## config.mk

```make
export PLATFORM = sky130hd
export DESIGN_NAME = cfgx_translator
export DESIGN_NICKNAME = d
export VERILOG_FILES = /design/src/rtl/cfgx_pkg.sv /design/src/rtl/cfgx_datapath.sv /design/src/rtl/cfgx_control.sv /design/src/rtl/cfgx_translator.sv
export SDC_FILE = /design/constraint.sdc
export NUM_CORES = 1
export LEC_CHECK = 0
export BUFFER_PORTS_ARGS = -buffer_cell sky130_fd_sc_hd__buf_2
export CAP_MARGIN = 5
export CORE_MARGIN = 5
export CORE_UTILIZATION = 35
export DETAILED_ROUTE_END_ITERATION = 16
export PLACE_DENSITY_LB_ADDON = 0.15
export SLEW_MARGIN = 20
export SYNTH_ARGS = -nofsm -noshare
export SYNTH_HDL_FRONTEND = slang
export SYNTH_HIERARCHICAL = 1
export SYNTH_SLANG_ARGS = --single-unit
export TNS_END_PERCENT = 30
```

## constraint.sdc

```tcl
create_clock -name clk -period 7.1 [get_ports clk]
set_input_delay 1.42 -clock clk [delete_from_list [all_inputs] [get_ports clk]]
set_output_delay 1.42 -clock clk [all_outputs]
set_load 0.005 [all_outputs]
```

## src/rtl/cfgx_pkg.sv

```systemverilog
package cfgx_pkg;

  typedef enum logic [2:0] {
    ST_IDLE,
    ST_DECIDE,
    ST_READ,
    ST_WRITE,
    ST_DONE
  } cfgxState_t;

  // strobes from control to datapath
  typedef struct packed {
    logic latchReq;
    logic loadWin;
    logic markBad;
    logic captureRead;
    logic captureWrite;
  } cfgxCtrl_t;

  // decode results from datapath to control
  typedef struct packed {
    logic bad;
    logic needRead;
    logic isWrite;
  } cfgxDecode_t;

endpackage

```

## src/rtl/cfgx_datapath.sv

```systemverilog
module cfgx_datapath
  import cfgx_pkg::*;
#(
  parameter int BUS_W      = 8,
  parameter int DEV_W      = 5,
  parameter int FUNC_W     = 3,
  parameter int OFF_W      = 8,
  parameter int SIZE_W     = 3,
  parameter int SLOT_COUNT = 16,
  parameter logic [31:0] CFG_BASE   = 32'h0C00_0000,
  parameter logic [31:0] WIN_MASK   = 32'hFC00_0000,
  parameter logic [31:0] TYPE0_CODE = 32'h0000_0002,
  parameter logic [31:0] TYPE1_CODE = 32'h0000_0003
) (
  input  logic              clk,
  input  logic              rstN,
  input  cfgxCtrl_t         ctrl,
  input  logic              singleSlot,
  input  logic [BUS_W-1:0]  reqBus,
  input  logic [DEV_W-1:0]  reqDev,
  input  logic [FUNC_W-1:0] reqFunc,
  input  logic [OFF_W-1:0]  reqOff,
  input  logic [SIZE_W-1:0] reqSize,
  input  logic              reqWrite,
  input  logic [31:0]       reqWdata,
  input  logic [31:0]       busRdata,
  input  logic              busErr,
  output cfgxDecode_t       dec,
  output logic [31:0]       busAddr,
  output logic [31:0]       busWdata,
  output logic [31:0]       winValue,
  output logic              doneErr,
  output logic [31:0]       doneRdata
);

  localparam int DATA_W     = 32;
  localparam int LANES      = DATA_W / 8;
  localparam int SEL_LSB    = 16;
  localparam int BUS_SHIFT  = 16;
  localparam int DEV_SHIFT  = 11;
  localparam int FUNC_SHIFT = 8;
  localparam int SEL_W      = $clog2(SEL_LSB + (1 << DEV_W)) + 1;

  logic [BUS_W-1:0]  busQ;
  logic [DEV_W-1:0]  devQ;
  logic [FUNC_W-1:0] funcQ;
  logic [OFF_W-1:0]  offQ;
  logic [SIZE_W-1:0] sizeQ;
  logic              writeQ;
  logic              singleQ;
  logic [DATA_W-1:0] wdataQ;
  logic [DATA_W-1:0] wordQ;
  logic [DATA_W-1:0] winQ;
  logic              badQ;
  logic              busErrQ;

  always_ff @(posedge clk) begin
    if (!rstN) begin
      busQ    <= '0;
      devQ    <= '0;
      funcQ   <= '0;
      offQ    <= '0;
      sizeQ   <= '0;
      writeQ  <= 1'b0;
      singleQ <= 1'b0;
      wdataQ  <= '0;
      wordQ   <= '0;
      winQ    <= '0;
      badQ    <= 1'b0;
      busErrQ <= 1'b0;
    end else begin
      if (ctrl.latchReq) begin
        busQ    <= reqBus;
        devQ    <= reqDev;
        funcQ   <= reqFunc;
        offQ    <= reqOff;
        sizeQ   <= reqSize;
        writeQ  <= reqWrite;
        singleQ <= singleSlot;
        wdataQ  <= reqWdata;
        badQ    <= 1'b0;
        busErrQ <= 1'b0;
      end
      if (ctrl.markBad) badQ <= 1'b1;
      if (ctrl.loadWin) winQ <= winNext;
      if (ctrl.captureRead) begin
        wordQ <= busRdata;
        if (busErr) busErrQ <= 1'b1;
      end
      if (ctrl.captureWrite && busErr) busErrQ <= 1'b1;
    end
  end

  // ---- request decode ----
  logic sizeOk, isType0, devRangeBad, slotBad;
  logic [SEL_W-1:0] selBit;
  logic [DATA_W-1:0] oneHot, funcField, offField, t0Addr, t1Addr, winNext;

  always_comb begin
    sizeOk      = (sizeQ == SIZE_W'(1)) || (sizeQ == SIZE_W'(2)) || (sizeQ == SIZE_W'(4));
    isType0     = (busQ == '0);
    devRangeBad = isType0 && (32'(devQ) >= SLOT_COUNT);
    slotBad     = singleQ && (devQ > DEV_W'(1));
    dec.bad      = !sizeOk || devRangeBad || slotBad;
    dec.isWrite  = writeQ;
    dec.needRead = !writeQ || (sizeQ != SIZE_W'(4));

    selBit    = SEL_W'(devQ) + SEL_W'(SEL_LSB);
    oneHot    = DATA_W'(1) << selBit;
    funcField = DATA_W'(funcQ) << FUNC_SHIFT;
    offField  = DATA_W'({offQ[OFF_W-1:2], 2'b00});
    t0Addr    = CFG_BASE | (oneHot & ~WIN_MASK) | funcField | offField;
    t1Addr    = CFG_BASE | (DATA_W'(busQ) << BUS_SHIFT) | (DATA_W'(devQ) << DEV_SHIFT)
              | funcField | offField;
    winNext   = isType0 ? (TYPE0_CODE | (oneHot & WIN_MASK)) : TYPE1_CODE;
  end

  assign busAddr  = isType0 ? t0Addr : t1Addr;
  assign winValue = winQ;

  // ---- byte lane handling ----
  logic [4:0]        shiftAmt;
  logic [DATA_W-1:0] sizeMask, laneMask, insertWord, mergedWord, alignedWord;

  always_comb begin
    shiftAmt = {offQ[1:0], 3'b000};
    case (sizeQ)
      SIZE_W'(1): sizeMask = 32'h0000_00FF;
      SIZE_W'(2): sizeMask = 32'h0000_FFFF;
      default:    sizeMask = 32'hFFFF_FFFF;
    endcase
    laneMask    = sizeMask << shiftAmt;
    insertWord  = (wdataQ & sizeMask) << shiftAmt;
    alignedWord = (wordQ >> shiftAmt) & sizeMask;
  end

  for (genvar lane = 0; lane < LANES; lane++) begin : g_lane
    assign mergedWord[8*lane +: 8] = laneMask[8*lane] ? insertWord[8*lane +: 8]
                                                      : wordQ[8*lane +: 8];
  end

  assign busWdata  = (sizeQ == SIZE_W'(4)) ? wdataQ : mergedWord;
  assign doneErr   = badQ | busErrQ;
  assign doneRdata = busErrQ ? '1 : ((badQ || writeQ) ? '0 : alignedWord);

endmodule

```

## src/rtl/cfgx_control.sv

```systemverilog
module cfgx_control
  import cfgx_pkg::*;
(
  input  logic        clk,
  input  logic        rstN,
  input  logic        reqValid,
  output logic        reqReady,
  input  cfgxDecode_t dec,
  input  logic        busAck,
  input  logic        busErr,
  output logic        busReq,
  output logic        busWrite,
  output logic        done,
  output cfgxCtrl_t   ctrl
);

  cfgxState_t state, stateNext;

  always_ff @(posedge clk) begin
    if (!rstN) state <= ST_IDLE;
    else       state <= stateNext;
  end

  always_comb begin
    stateNext = state;
    ctrl      = '0;
    reqReady  = 1'b0;
    busReq    = 1'b0;
    busWrite  = 1'b0;
    done      = 1'b0;
    case (state)
      ST_IDLE: begin
        reqReady = 1'b1;
        if (reqValid) begin
          ctrl.latchReq = 1'b1;
          stateNext     = ST_DECIDE;
        end
      end
      ST_DECIDE: begin
        if (dec.bad) begin
          ctrl.markBad = 1'b1;
          stateNext    = ST_DONE;
        end else begin
          ctrl.loadWin = 1'b1;
          stateNext    = dec.needRead ? ST_READ : ST_WRITE;
        end
      end
      ST_READ: begin
        busReq = 1'b1;
        if (busAck) begin
          ctrl.captureRead = 1'b1;
          stateNext = (busErr || !dec.isWrite) ? ST_DONE : ST_WRITE;
        end
      end
      ST_WRITE: begin
        busReq   = 1'b1;
        busWrite = 1'b1;
        if (busAck) begin
          ctrl.captureWrite = 1'b1;
          stateNext         = ST_DONE;
        end
      end
      ST_DONE: begin
        done      = 1'b1;
        stateNext = ST_IDLE;
      end
      default: stateNext = ST_IDLE;
    endcase
  end

endmodule

```

## src/rtl/cfgx_translator.sv

```systemverilog
module cfgx_translator
  import cfgx_pkg::*;
#(
  parameter int BUS_W      = 8,
  parameter int DEV_W      = 5,
  parameter int FUNC_W     = 3,
  parameter int OFF_W      = 8,
  parameter int SIZE_W     = 3,
  parameter int SLOT_COUNT = 16,
  parameter logic [31:0] CFG_BASE   = 32'h0C00_0000,
  parameter logic [31:0] WIN_MASK   = 32'hFC00_0000,
  parameter logic [31:0] TYPE0_CODE = 32'h0000_0002,
  parameter logic [31:0] TYPE1_CODE = 32'h0000_0003
) (
  input  logic              clk,
  input  logic              rstN,
  input  logic              singleSlot,
  input  logic              reqValid,
  output logic              reqReady,
  input  logic [BUS_W-1:0]  reqBus,
  input  logic [DEV_W-1:0]  reqDev,
  input  logic [FUNC_W-1:0] reqFunc,
  input  logic [OFF_W-1:0]  reqOff,
  input  logic [SIZE_W-1:0] reqSize,
  input  logic              reqWrite,
  input  logic [31:0]       reqWdata,
  output logic              done,
  output logic              doneErr,
  output logic [31:0]       doneRdata,
  output logic [31:0]       winValue,
  output logic              busReq,
  output logic              busWrite,
  output logic [31:0]       busAddr,
  output logic [31:0]       busWdata,
  input  logic              busAck,
  input  logic              busErr,
  input  logic [31:0]       busRdata
);

  cfgxCtrl_t   ctrl;
  cfgxDecode_t dec;

  cfgx_control u_control (
    .clk      (clk),
    .rstN     (rstN),
    .reqValid (reqValid),
    .reqReady (reqReady),
    .dec      (dec),
    .busAck   (busAck),
    .busErr   (busErr),
    .busReq   (busReq),
    .busWrite (busWrite),
    .done     (done),
    .ctrl     (ctrl)
  );

  cfgx_datapath #(
    .BUS_W(BUS_W), .DEV_W(DEV_W), .FUNC_W(FUNC_W), .OFF_W(OFF_W), .SIZE_W(SIZE_W),
    .SLOT_COUNT(SLOT_COUNT), .CFG_BASE(CFG_BASE), .WIN_MASK(WIN_MASK),
    .TYPE0_CODE(TYPE0_CODE), .TYPE1_CODE(TYPE1_CODE)
  ) u_datapath (
    .clk        (clk),
    .rstN       (rstN),
    .ctrl       (ctrl),
    .singleSlot (singleSlot),
    .reqBus     (reqBus),
    .reqDev     (reqDev),
    .reqFunc    (reqFunc),
    .reqOff     (reqOff),
    .reqSize    (reqSize),
    .reqWrite   (reqWrite),
    .reqWdata   (reqWdata),
    .busRdata   (busRdata),
    .busErr     (busErr),
    .dec        (dec),
    .busAddr    (busAddr),
    .busWdata   (busWdata),
    .winValue   (winValue),
    .doneErr    (doneErr),
    .doneRdata  (doneRdata)
  );

endmodule

```

Word-level counts from Yosys, hierarchy flattened

Index checks and enable logic that the tools add are counted.

Add/sub/neg operators: 1
Magnitude comparators: 2
Equal/unequal tests: 11
Shifts and indexed selects: 4
Muxes and demuxes: 35
Bitwise logic cells: 8
Reductions and logical operators: 17

Operator list:

| kind                                                | number |
|---|---|
| 2-to-1 mux 32 bit                                   | 5 |
| AND 32 bit                                          | 2 |
| bitwise OR 32 x 8 -> 32 bit                         | 2 |
| case mux 32 bit (2 select lines)                    | 1 |
| 2-to-1 mux 8 bit                                    | 4 |
| bitwise OR 32 x 11 -> 32 bit                        | 1 |
| << shifter 1 x 7 -> 32 bit (first input constant)   | 1 |
| << shifter 32 x 5 -> 25 bit                         | 1 |
| << shifter 32 x 5 -> 32 bit                         | 1 |
| right shift 32 x 5 -> 32 bit                        | 1 |
| bitwise OR 28 x 11 -> 28 bit                        | 1 |
| bitwise OR 28 x 16 -> 28 bit                        | 1 |
| 2-to-1 mux 1 bit                                    | 18 |
| 2-to-1 mux 3 bit                                    | 5 |
| case mux 3 bit (4 select lines)                     | 1 |
| == test 3 x 2 -> 1 bit (second input constant)      | 3 |
| zero test 8 bit                                     | 1 |
| logical OR 1 bit                                    | 7 |
| adder 5 x 5 -> 6 bit (second input constant)        | 1 |
| == test 3 x 1 -> 1 bit (second input constant)      | 2 |
| == test 3 bit (second input constant)               | 2 |
| inequality test 2 bit (second input constant)       | 3 |
| >= comparator 5 bit (second input constant)         | 1 |
| > comparator 5 x 1 -> 1 bit (second input constant) | 1 |
| 9 further kinds                                     | 12 |

Bits in registers: 130
Bits of input ports: 98
Output and inout port bits: 133
Word-level logic and storage cells: 91

Longest topological paths before layout

Gate-level depths: netlist of the first run.

Depth in word-level cells: 9
Gate-level depth with buffers: 10

Cells and area by module

The synthesis of the first run kept the hierarchy.

By module, submodules not included:

| module        | times used | cells an instance | area each (sq um) |
|---|---|---|---|
| cfgx_datapath | 1          | 683               | 6152.2 |
| cfgx_control  | 1          | 33                | 265.3 |

Worst setup path after synthesis of the first run

No wires, ideal clock.

Path type: register -> output
Start point: reg u_datapath.sizeQ[2]
End point: out busWdata[25]
Arrival: 1.718 ns
Required time: 5.680 ns
Setup slack: 3.962 ns
Cell stages (with the launch flop): 7
Buffers on the path: 2
Cells stage by stage: dfxtp_1 -> buf_6 -> or3b_1 -> buf_2 -> and2_0 -> mux4_2 -> o221a_1

Longest elaborated chain between the ends: 6
Elaborated cells between the ends (all ways): 9

Ends and longest elaborated chain:

| what                                                             | line                  | RTL |
|---|---|---|
| from (decl)                                                      | cfgx_datapath.sv:48   | `logic [SIZE_W-1:0] sizeQ;` |
| from (signal assigned)                                           | cfgx_datapath.sv:77   | `sizeQ <= reqSize;` |
| == test 3 x 2 -> 1 bit or == test 3 x 1 -> 1 bit (tied branches) | cfgx_datapath.sv:127  | `case (sizeQ)` |
| case mux 32 bit (2 select lines)                                 | cfgx_datapath.sv:127  |  |
| AND 32 bit                                                       | cfgx_datapath.sv:133  | `insertWord = (wdataQ & sizeMask) << shiftAmt;` |
| << shifter 32 x 5 -> 32 bit                                      | cfgx_datapath.sv:133  |  |
| 2-to-1 mux 8 bit                                                 | cfgx_datapath.sv:138  | `assign mergedWord[8*lane +: 8] = laneMask[8*lane] ? insertWord[8*lane +: 8]` |
| 2-to-1 mux 32 bit *                                              | cfgx_datapath.sv:142  | `assign busWdata = (sizeQ == SIZE_W'(4)) ? wdataQ : mergedWord;` |
| to (decl)                                                        | cfgx_translator.sv:34 | `output logic [31:0] busWdata,` |

Every way passes the cells marked *; elsewhere a longest branch is shown, timed or not.

Final worst setup path of the first run

Start point: reg u_datapath.offQ[0]
End point: out busWdata[13]

Longest elaborated chain between the ends: 3
Elaborated cells between the ends (all ways): 4

Ends and longest elaborated chain:

| what                                                                       | line                                       | RTL |
|---|---|---|
| from (decl)                                                                | cfgx_datapath.sv:47                        | `logic [OFF_W-1:0] offQ;` |
| from (signal assigned)                                                     | cfgx_datapath.sv:76                        | `offQ <= reqOff;` |
| << shifter 32 x 5 -> 32 bit or << shifter 32 x 5 -> 25 bit (tied branches) | cfgx_datapath.sv:133, cfgx_datapath.sv:132 |  |
| 2-to-1 mux 8 bit *                                                         | cfgx_datapath.sv:138                       |  |
| 2-to-1 mux 32 bit *                                                        | cfgx_datapath.sv:142                       |  |

Marks and branches as above.

==> impl_table.tex, run 1 <==
\begin{tabular}{lr}
\hline
Metric & Value \\
\hline
\multicolumn{2}{l}{\textbf{Logic synthesis}} \\
Proportion of synthesized chip area in sequential cells & 33.1\% \\
Average size of a mapped cell & 8.96 um\^{}2 \\
Instance count of the mapped netlist & 716 \\
Synth Area in Compound Gates & 16.6\% \\
Number of synthesized flops with an enable pin & 0 \\
Distinct cell type count of the synthesized netlist & 59 \\
Seq cells post-synth & 106 \\
Ys async rst share & 0\% \\
Post-synthesis share of cell area spent on full adders, half adders and majority gates & 0\% \\
Top FF cell, synth & dfxtp\_1 \\
Simple-gate portion of the synthesized area & 20.5\% \\
Dominant combinational cell family by area after synthesis & multiplexers \\
Number of warnings printed during yosys synthesis & 6 \\
Share of cell area taken by muxes after synthesis & 20.7\% \\
Post-synthesis share of cell area spent on xor and xnor gates & 0.390\% \\
Post-Synthesis Cell Area & 0.00642 mm\^{}2 \\
\multicolumn{2}{l}{\textbf{Worst setup path}} \\
Data arrival time of the worst path & 2.87 ns \\
Worst reg2reg path endpoint & u\_datapath/winValue[29] \\
Start-to-end type of the worst setup path & reg2out \\
R2r worst-path depth & 9 \\
Element type at the critical path start & flip-flop \\
Worst setup slack for register-to-register paths & 4.19 ns \\
FF-to-FF Start & u\_datapath/sizeQ[2] \\
Biggest cell delay along the critical path & 0.79 ns \\
Cell type of the slowest stage on the worst timing path & nor2b\_1 \\
Cell family with the largest share of critical-path delay & simple AND/OR/NAND/NOR gates \\
Critical path cell sequence & buf\_4 -> nor2b\_1 -> a22oi\_1 -> o21ai\_0 -> buf\_2 \\
Required time reported for the critical path endpoint & 5.68 ns \\
Critical path origin & u\_datapath/offQ[0] \\
Maximum net fanout on the critical path & 45 \\
Sort of element at the end of the critical path & output pin \\
Number of buffer and inverter stages on the critical path & 2 \\
\multicolumn{2}{l}{\textbf{Clocking}} \\
Root Driver & clkbuf\_16 \\
CTS H-tree lvls & 3 \\
Hold buffers post-CTS & 0 \\
CTS tree & built \\
Clock transition at the register clock pins on the worst setup and hold paths after CTS & 0.07 ns \\
\# resized after CTS & 0 \\
Number of setup buffers added after CTS & 0 \\
Number of buffers on the longest clock path & 2 \\
CTS Buf Count & 9 \\
Clock latency on the worst-skew pair & 0.35 ns \\
TritonCTS sink count & 106 \\
\multicolumn{2}{l}{\textbf{Cells and area}} \\
Area growth from synthesis to final layout & 19.9\% \\
Final layout net count & 965 \\
Footprint of the multi-input gates & 0.00386 mm\^{}2 \\
Most common library cell in the layout ignoring fill and taps & buf\_2 \\
Combined flip-flop and latch cell area & 0.00212 mm\^{}2 \\
Util after Layout & 42.7\% \\
Fill cell total of the finished layout & 1840 \\
Commonest non-fill, non-tap cells in the layout & buf\_2 (198), mux2i\_1 (119), nor2b\_1 (111) \\
Ratio of cells with drive above 1 in the final layout & 28.0\% \\
\multicolumn{2}{l}{\textbf{STA}} \\
Clock period minus worst slack & 4.29 ns \\
Hold Violations, Final & 0 \\
Number of max-slew violations in the final report & 0 \\
Unrepaired setup endpoints after global routing & false \\
Slew headroom & 39.5\% \\
Post-route clock skew & 0.00865 ns \\
Ratio of final minimum period to clock period & 60.5\% \\
Worst Tran Pin Value & 0.908 ns \\
Final-report setup violation count & 0 \\
Maximum clock frequency & 233 MHz \\
Worst hold slack & 0.452 ns \\
Setup total negative slack & 0 ns \\
Final Worst Setup Slack & 2.81 ns \\
\multicolumn{2}{l}{\textbf{Routing}} \\
DRC violations left & 0 \\
Detailed-route wire length & 21.5 mm \\
Post-detailed-route wirelength per cell & 19.5 um \\
Drt first pass iters & 4 \\
Starting DRC count in detailed routing & 412 \\
Final antenna-violating net count & 0 \\
Detail-routed via count per cell & 5.19 \\
Via count & 5713 \\
\multicolumn{2}{l}{\textbf{Worst hold path}} \\
Hold path depth & 1 \\
Path category of the worst min-delay check & reg2reg \\
Hold path start & u\_datapath/winValue[1] \\
Hold Path Sink & u\_datapath/winValue[1] \\
\multicolumn{2}{l}{\textbf{Floorplan}} \\
Standard-cell rows & 49 \\
Initial Utilization & 35.6\% \\
Ports placed on the boundary & 231 \\
Vertical die dimension & 145 um \\
Floorplan die area & 0.0211 mm\^{}2 \\
Core Region & 0.0180 mm\^{}2 \\
Die X-Extent & 145 um \\
\multicolumn{2}{l}{\textbf{GRT}} \\
First-pass GRT wire length & 33.2 mm \\
Vias in the first global route & 5598 \\
Initial antenna violation count & 8 \\
Pin count of the biggest net entering global routing & 108 \\
Overflow left after global routing & 0 \\
Global-route total usage across every layer & 19.5\% \\
\multicolumn{2}{l}{\textbf{Placement}} \\
Pre-CTS WS & 3.20 ns \\
Routability congestion estimate from global placement & 0.864 \\
Number of buffer cells added on primary ports & 198 \\
HPWL Detailed & 16.1 mm \\
\multicolumn{2}{l}{\textbf{Status}} \\
Result of the run & finished, final reports clean \\
\multicolumn{2}{l}{\textbf{Pwr}} \\
Static leakage & 3.36 nW \\
Post-layout power & 0.00172 W \\
Total power per unit cell area & 223 mW/mm\^{}2 \\
Largest vdd supply drop & 0.000121 V \\
\multicolumn{2}{l}{\textbf{Job}} \\
Maximum Capacitance Violations & 0 \\
\hline
\end{tabular}
-- routing by layer --
metal	wire length [um]	vias up	track usage [%]
met3	1780	26	5.73
met4	238	14	4.52
met2	9500	239	30.3
met5	89	-	0
li1	-	2777	-
met1	9840	2657	26.7
-- stage by stage --
step	cells	cell area, um^2
floorplan	746	6530
global placement	1085	7360
detailed placement	1085	7360
CTS	1099	7690
global route	1100	7690
finish	1100	7690
-- Yosys cell counts, types with 4 or more instances --
library cell / instances / area [um^2]
a2111oi_0: 7 / 61.3
a211oi_1: 9 / 67.6
a21o_1: 17 / 128
a21oi_1: 6 / 30.0
a221o_1: 12 / 120
a22oi_1: 6 / 45.0
a31oi_1: 12 / 75.1
and2_1: 24 / 150
buf_2: 8 / 40.0
buf_4: 34 / 255
clkbuf_1: 48 / 180
dfxtp_1: 106 / 2120
inv_1: 11 / 41.3
mux2_2: 8 / 90.1
mux2i_1: 119 / 1190
nand2_1: 30 / 113
nand2b_1: 9 / 56.3
nand3_1: 7 / 35.0
nor2_1: 12 / 45.0
nor2b_1: 111 / 694
nor3_1: 4 / 20.0
o211ai_1: 8 / 60.1
o21ai_0: 26 / 130
o21bai_1: 8 / 60.1
o221ai_1: 9 / 78.8
o22ai_1: 12 / 75.1
-- worst reg2reg max path, cell delays in order, from the launching register on --
cell	delay, ns
dfxtp_1	0.73
or3b_2	0.58
o21ai_0	0.15
o21ai_0	0.28
nor3_1	0.26
buf_4	0.21
and2_1	0.16
nand4_1	0.17
o22ai_1	0.18
and2_1	0.14
-- layout make-up --
type / count / area share [%]
inverters: 12 / 0.586
diodes: 1 / 0.0325
clock inverters: 5 / 1.35
well taps: 229 / 3.72
multi-input cells: 533 / 50.2
clock buffers: 9 / 2.93
repair buffers: 205 / 13.6
flip-flops and latches: 106 / 27.6
-- power breakdown --
group,internal (W),switching (W)
Clock,0.000342,0.000229
Combinational,0.000207,0.000239
Sequential,0.000635,0.0000642
Total,0.00118,0.000532
-- logic make-up after synthesis --
group           after synthesis
compound gates              146
mux                         129
simple gates                224
buf+inv                     107
xor+xnor                      2
other cells                   2
flops                       106
-- sequential cells by signal, summed over array words and instances, names as in the netlist --
register / count
u_datapath/offQ: 8
u_datapath/devQ: 5
u_datapath/wdataQ: 32
u_datapath/funcQ: 3
u_datapath/writeQ: 1
u_datapath/badQ: 1
u_datapath/winValue: 8
u_datapath/busQ: 8
u_datapath/busErrQ: 1
u_datapath/wordQ: 32
u_datapath/singleQ: 1
u_datapath/sizeQ: 3
u_control/state: 3
-- worst max-delay path by stage --
stage / to / cells past startpoint
after detailed placement: busWdata[14] / 5
after CTS: busWdata[14] / 5
final: busWdata[13] / 5
after global routing: busWdata[14] / 5
after floorplan: busWdata[25] / 6
after global placement: busWdata[14] / 5
Power figures use the tool's default switching activity.
==> inputs of run 2 (changes only) <==
Clock period 7.1 ns to 3.9 ns, I/O delays scaled along.
==> impl_table.tex, run 2 (same netlist as run 1, synthesis figures left out) <==
\begin{tabular}{lr}
\hline
Metric & Value \\
\hline
\multicolumn{2}{l}{\textbf{Floorplan}} \\
Die X-Extent & 145 um \\
Floorplan die area & 0.0211 mm\^{}2 \\
Core Region & 0.0180 mm\^{}2 \\
Ports placed on the boundary & 231 \\
Initial Utilization & 35.6\% \\
Standard-cell rows & 49 \\
Vertical die dimension & 145 um \\
\multicolumn{2}{l}{\textbf{Clocking}} \\
CTS H-tree lvls & 3 \\
Number of buffers on the longest clock path & 2 \\
Hold buffers post-CTS & 0 \\
TritonCTS sink count & 106 \\
CTS tree & built \\
Root Driver & clkbuf\_16 \\
Clock latency on the worst-skew pair & 0.36 ns \\
CTS Buf Count & 9 \\
\# resized after CTS & 0 \\
Clock transition at the register clock pins on the worst setup and hold paths after CTS & 0.07 ns \\
Number of setup buffers added after CTS & 0 \\
\multicolumn{2}{l}{\textbf{Worst setup path}} \\
Worst setup slack for register-to-register paths & 1.18 ns \\
Cell count along the critical path & 5 \\
Worst setup path endpoint & busWdata[27] \\
Biggest cell delay along the critical path & 0.63 ns \\
Element type at the critical path start & flip-flop \\
Number of buffer and inverter stages on the critical path & 1 \\
Data arrival time of the worst path & 2.66 ns \\
FF-to-FF Start & u\_datapath/busQ[3] \\
Cell type of the slowest stage on the worst timing path & or3b\_1 \\
Cell family with the largest share of critical-path delay & simple AND/OR/NAND/NOR gates \\
Critical path cell sequence & or3b\_1 -> and2\_0 -> mux4\_2 -> o221a\_1 -> buf\_2 \\
Sort of element at the end of the critical path & output pin \\
Start-to-end type of the worst setup path & reg2out \\
R2r worst-path depth & 10 \\
Worst reg2reg path endpoint & u\_datapath/winValue[29] \\
Maximum net fanout on the critical path & 17 \\
Critical path origin & u\_datapath/sizeQ[0] \\
Required time reported for the critical path endpoint & 3.12 ns \\
\multicolumn{2}{l}{\textbf{GRT}} \\
Overflow left after global routing & 0 \\
Vias in the first global route & 5521 \\
First-pass GRT wire length & 32.9 mm \\
Fraction of met1 tracks used by global routing & 25.8\% \\
Gr busiest metal & met2 \\
Met2 demand-to-capacity share in global routing & 30.2\% \\
Global-route total usage across every layer & 19.4\% \\
Pin count of the biggest net entering global routing & 55 \\
Initial antenna violation count & 7 \\
Met3 Usage GRT & 6.14\% \\
\multicolumn{2}{l}{\textbf{Placement}} \\
Placed cell count & 1088 \\
HPWL Detailed & 16.4 mm \\
Number of buffer cells added on primary ports & 198 \\
Routability congestion estimate from global placement & 0.876 \\
Pre-CTS WS & 0.857 ns \\
\multicolumn{2}{l}{\textbf{Routing}} \\
Detailed-route wire length & 21.3 mm \\
Final antenna-violating net count & 0 \\
DRC violations left & 0 \\
Drt first pass iters & 4 \\
Via count & 5642 \\
Post-detailed-route wirelength per cell & 19.3 um \\
Detail-routed via count per cell & 5.11 \\
Starting DRC count in detailed routing & 318 \\
\multicolumn{2}{l}{\textbf{Pwr}} \\
Total power per unit cell area & 401 mW/mm\^{}2 \\
Largest vdd supply drop & 0.000216 V \\
Static leakage & 3.38 nW \\
\multicolumn{2}{l}{\textbf{Cells and area}} \\
Largest registers & u\_datapath/wdataQ x32, u\_datapath/wordQ x32 \\
Post-route non-filler standard cell count & 1105 \\
Fill cell total of the finished layout & 1811 \\
Most common library cell in the layout ignoring fill and taps & buf\_2 \\
Final layout net count & 968 \\
Util after Layout & 42.8\% \\
Commonest non-fill, non-tap cells in the layout & buf\_2 (198), mux2i\_1 (119), nor2b\_1 (111) \\
Ratio of cells with drive above 1 in the final layout & 28.5\% \\
Area growth from synthesis to final layout & 20.2\% \\
\multicolumn{2}{l}{\textbf{STA}} \\
Final-report setup violation count & 0 \\
Maximum clock frequency & 291 MHz \\
Setup total negative slack & 0 ns \\
Clock period minus worst slack & 3.44 ns \\
Ratio of final minimum period to clock period & 88.2\% \\
Slew headroom & 34.0\% \\
Worst Tran Pin Value & 0.987 ns \\
Number of max-slew violations in the final report & 0 \\
Unrepaired setup endpoints after global routing & false \\
Post-route clock skew & 0.00636 ns \\
Final Worst Setup Slack & 0.461 ns \\
Hold Violations, Final & 0 \\
Worst hold slack & 0.451 ns \\
\multicolumn{2}{l}{\textbf{Job}} \\
Maximum Capacitance Violations & 0 \\
\multicolumn{2}{l}{\textbf{Status}} \\
Result of the run & finished, final reports clean \\
\multicolumn{2}{l}{\textbf{Worst hold path}} \\
Path category of the worst min-delay check & reg2reg \\
Hold path depth & 1 \\
\hline
\end{tabular}
[run 2: cell types whose count changed in the layout (fill, tap and decap cells not counted)]
| cell | previous run | this run |
|---|---|---|
| buf_4 | 7 | 10 |
| bufinv_16 | 3 | 2 |
| clkinv_4 | 0 | 2 |
| inv_6 | 1 | 2 |
[run 2: layer usage]
metal	up-vias	wire, um
met3	29	1820
li1	2799	-
met4	12	322
met2	219	9510
met5	-	77
met1	2583	9600
[run 2: worst min path at each step]
stage | from | end | slack, ns
floorplan | u_datapath/winValue[1] | u_datapath/winValue[1] | 0.45
global placement | u_datapath/winValue[1] | u_datapath/winValue[1] | 0.44
detailed placement | u_datapath/winValue[1] | u_datapath/winValue[1] | 0.44
CTS | u_datapath/winValue[1] | u_datapath/winValue[1] | 0.46
global route | u_datapath/winValue[1] | u_datapath/winValue[1] | 0.49
finish | u_datapath/winValue[1] | u_datapath/winValue[1] | 0.45
[run 2: worst reg2reg max path: cells and delay by family, from the launching register on]
family | cells | cell delay (ns)
AOI/OAI and AO/OA | 3 | 0.66
buffers and inverters | 1 | 0.20
DFF | 1 | 0.33
and+or+nand+nor | 6 | 1.44
[run 2: area by class of cell]
type,count,area [um^2],share of cell area (%)
clock buffer,9,225,2.92
timing repair buffer,208,1070,13.8
sequential,106,2120,27.6
inverter,12,45.0,0.584
multi-input combinational,533,3860,50.1
clock inverter,7,100,1.30
tap,229,287,3.72
antenna,1,2.50,0.0325
[run 2: power breakdown]
part | switching (W) | internal, W | leakage, nW | total, W
Clock | 0.000437 | 0.000569 | 0.160 | 0.00101
Combinational | 0.000438 | 0.000380 | 2.35 | 0.000817
Sequential | 0.000117 | 0.00116 | 0.866 | 0.00127
Total | 0.000992 | 0.00210 | 3.38 | 0.00310
[run 2: stage by stage]
stage               area (um^2)  power (W)
floorplan                  6530    0.00183
global placement           7380    0.00212
detailed placement         7380    0.00212
CTS                        7710    0.00313
global route               7710    0.00326
finish                     7710    0.00310
==> inputs of run 3 (changes only) <==
Clock period 3.9 ns to 3.8 ns, I/O delays scaled along.
==> impl_table.tex, run 3 (same netlist as run 1, synthesis figures left out) <==
\begin{tabular}{lr}
\hline
Metric & Value \\
\hline
\multicolumn{2}{l}{\textbf{Clocking}} \\
Number of setup buffers added after CTS & 0 \\
\# resized after CTS & 0 \\
CTS H-tree lvls & 3 \\
Hold buffers post-CTS & 0 \\
TritonCTS sink count & 106 \\
CTS Buf Count & 9 \\
CTS tree & built \\
Clock transition at the register clock pins on the worst setup and hold paths after CTS & 0.07 ns \\
Root Driver & clkbuf\_16 \\
Clock latency on the worst-skew pair & 0.35 ns \\
Number of buffers on the longest clock path & 2 \\
\multicolumn{2}{l}{\textbf{Worst setup path}} \\
Sort of element at the end of the critical path & output pin \\
Start-to-end type of the worst setup path & reg2out \\
Cell repeated most along the worst path & a211oi\_1 \\
Cell type of the slowest stage on the worst timing path & dfxtp\_1 \\
Critical path cell sequence & or3b\_2 -> a211oi\_2 -> a211oi\_1 -> a211oi\_1 -> buf\_2 \\
FF-to-FF Start & u\_datapath/sizeQ[0] \\
Biggest cell delay along the critical path & 0.61 ns \\
Cell count along the critical path & 5 \\
Worst reg2reg path endpoint & u\_datapath/winValue[29] \\
Required time reported for the critical path endpoint & 3.04 ns \\
Number of buffer and inverter stages on the critical path & 1 \\
Maximum net fanout on the critical path & 13 \\
Cell family with the largest share of critical-path delay & compound AO/OA/AOI/OAI gates \\
Data arrival time of the worst path & 2.69 ns \\
Element type at the critical path start & flip-flop \\
R2r worst-path depth & 8 \\
Worst setup slack for register-to-register paths & 1.24 ns \\
\multicolumn{2}{l}{\textbf{STA}} \\
Final-report setup violation count & 0 \\
Maximum clock frequency & 290 MHz \\
Unrepaired setup endpoints after global routing & false \\
Hold Violations, Final & 0 \\
Clock period minus worst slack & 3.45 ns \\
Worst hold slack & 0.455 ns \\
Number of max-slew violations in the final report & 0 \\
Post-route clock skew & 0.00713 ns \\
Setup total negative slack & 0 ns \\
Worst Tran Pin Value & 0.915 ns \\
Ratio of final minimum period to clock period & 90.9\% \\
Slew headroom & 39.0\% \\
\multicolumn{2}{l}{\textbf{Routing}} \\
Met2 layer wire length in the routed design & 9.33 mm \\
Starting DRC count in detailed routing & 365 \\
Detailed-route wire length & 21.3 mm \\
Via count & 5698 \\
DR WL met3 & 1.66 mm \\
Post-detailed-route wirelength per cell & 19.3 um \\
Drt first pass iters & 5 \\
Routed metal-1 wire length & 9.89 mm \\
Highest metal layer used by the detailed router & met5 \\
DRC violations left & 0 \\
Final antenna-violating net count & 0 \\
Detail-routed via count per cell & 5.14 \\
\multicolumn{2}{l}{\textbf{Cells and area}} \\
Largest registers & u\_datapath/wdataQ x32, u\_datapath/wordQ x32 \\
Ratio of cells with drive above 1 in the final layout & 28.6\% \\
Most common library cell in the layout ignoring fill and taps & buf\_2 \\
Area growth from synthesis to final layout & 19.8\% \\
Fill cell total of the finished layout & 1861 \\
Final layout net count & 971 \\
Commonest non-fill, non-tap cells in the layout & buf\_2 (198), mux2i\_1 (119), nor2b\_1 (111) \\
Post-route non-filler standard cell count & 1108 \\
\multicolumn{2}{l}{\textbf{Status}} \\
Result of the run & finished, final reports clean \\
\multicolumn{2}{l}{\textbf{Pwr}} \\
Static leakage & 3.37 nW \\
Switching component of the power & 0.00101 W \\
Part of the total power dissipated in the clock network & 29.5\% \\
Largest vdd supply drop & 0.000250 V \\
Total power per unit cell area & 397 mW/mm\^{}2 \\
Post-layout power & 0.00305 W \\
Switching Share & 32.9\% \\
Internal power of the cells & 0.00205 W \\
Relative contribution of combinational cells to total power & 27.8\% \\
Reg power frac & 42.8\% \\
\multicolumn{2}{l}{\textbf{Floorplan}} \\
Die X-Extent & 145 um \\
Standard-cell rows & 49 \\
Core Region & 0.0180 mm\^{}2 \\
Vertical die dimension & 145 um \\
Floorplan die area & 0.0211 mm\^{}2 \\
Ports placed on the boundary & 231 \\
Initial Utilization & 35.6\% \\
\multicolumn{2}{l}{\textbf{GRT}} \\
Vias in the first global route & 5424 \\
Pin count of the biggest net entering global routing & 108 \\
Global-route total usage across every layer & 19.2\% \\
Initial antenna violation count & 8 \\
Overflow left after global routing & 0 \\
First-pass GRT wire length & 32.6 mm \\
\multicolumn{2}{l}{\textbf{Worst hold path}} \\
Hold Path Sink & u\_datapath/winValue[1] \\
Path category of the worst min-delay check & reg2reg \\
Hold path depth & 1 \\
Hold path start & u\_datapath/winValue[1] \\
\multicolumn{2}{l}{\textbf{Placement}} \\
HPWL Detailed & 16.2 mm \\
Number of buffer cells added on primary ports & 198 \\
Placed cell count & 1091 \\
Routability congestion estimate from global placement & 0.873 \\
\multicolumn{2}{l}{\textbf{Job}} \\
Maximum Capacitance Violations & 0 \\
\hline
\end{tabular}
## run 3: cell types whose count changed in the layout (fill, tap and decap cells not counted)
cell / before / now
buf_4: 10 / 13
bufinv_16: 2 / 0
clkbuf_1: 0 / 1
clkinvlp_4: 0 / 2
inv_6: 2 / 1
clkbuf_8: 0 / 1
clkinv_4: 2 / 1
## run 3: how the worst max path moves through the flow
stage	start	to
after floorplan	u_datapath/sizeQ[2]	busWdata[25]
after global placement	u_datapath/sizeQ[0]	busWdata[27]
after detailed placement	u_datapath/sizeQ[0]	busWdata[25]
after CTS	u_datapath/sizeQ[0]	busWdata[25]
after global routing	u_datapath/sizeQ[0]	busWdata[27]
final	u_datapath/sizeQ[1]	busWdata[23]
## run 3: power groups by stage
stage                     clock (W)  combinational (W)  sequential [W]
after floorplan                   0           0.000624         0.00126
after global placement            0           0.000849         0.00133
after detailed placement          0           0.000847         0.00133
after CTS                  0.000935           0.000851         0.00130
after global routing       0.000981           0.000934         0.00132
final                      0.000900           0.000847         0.00131
## run 3: cell type report
cell class / instances / area [um^2] / share of cell area (%)
Multi-Input combinational cell: 533 / 3860 / 50.2
Clock inverter: 5 / 37.5 / 0.488
Timing Repair Buffer: 211 / 1090 / 14.2
Antenna cell: 1 / 2.50 / 0.0325
Tap cell: 229 / 287 / 3.73
Inverter: 12 / 45.0 / 0.586
Clock buffer: 11 / 243 / 3.16
Sequential cell: 106 / 2120 / 27.6
## run 3: stage by stage
step / instance area [um^2] / util (%) / worst slack (ns)
finish: 7690 / 42.7 / 0.348
global route: 7690 / 42.7 / 0.214
CTS: 7690 / 42.6 / 0.382
detailed placement: 7410 / 41.1 / 0.760
global placement: 7410 / 41.1 / 0.810
floorplan: 6530 / - / 1.32
## run 3: layer usage
| metal | track usage, % | up-vias |
|---|---|---|
| met5 | 0 | - |
| met4 | 4.20 | 14 |
| met3 | 6.66 | 34 |
| met2 | 29.5 | 230 |
| met1 | 26.2 | 2627 |
| li1 | - | 2793 |
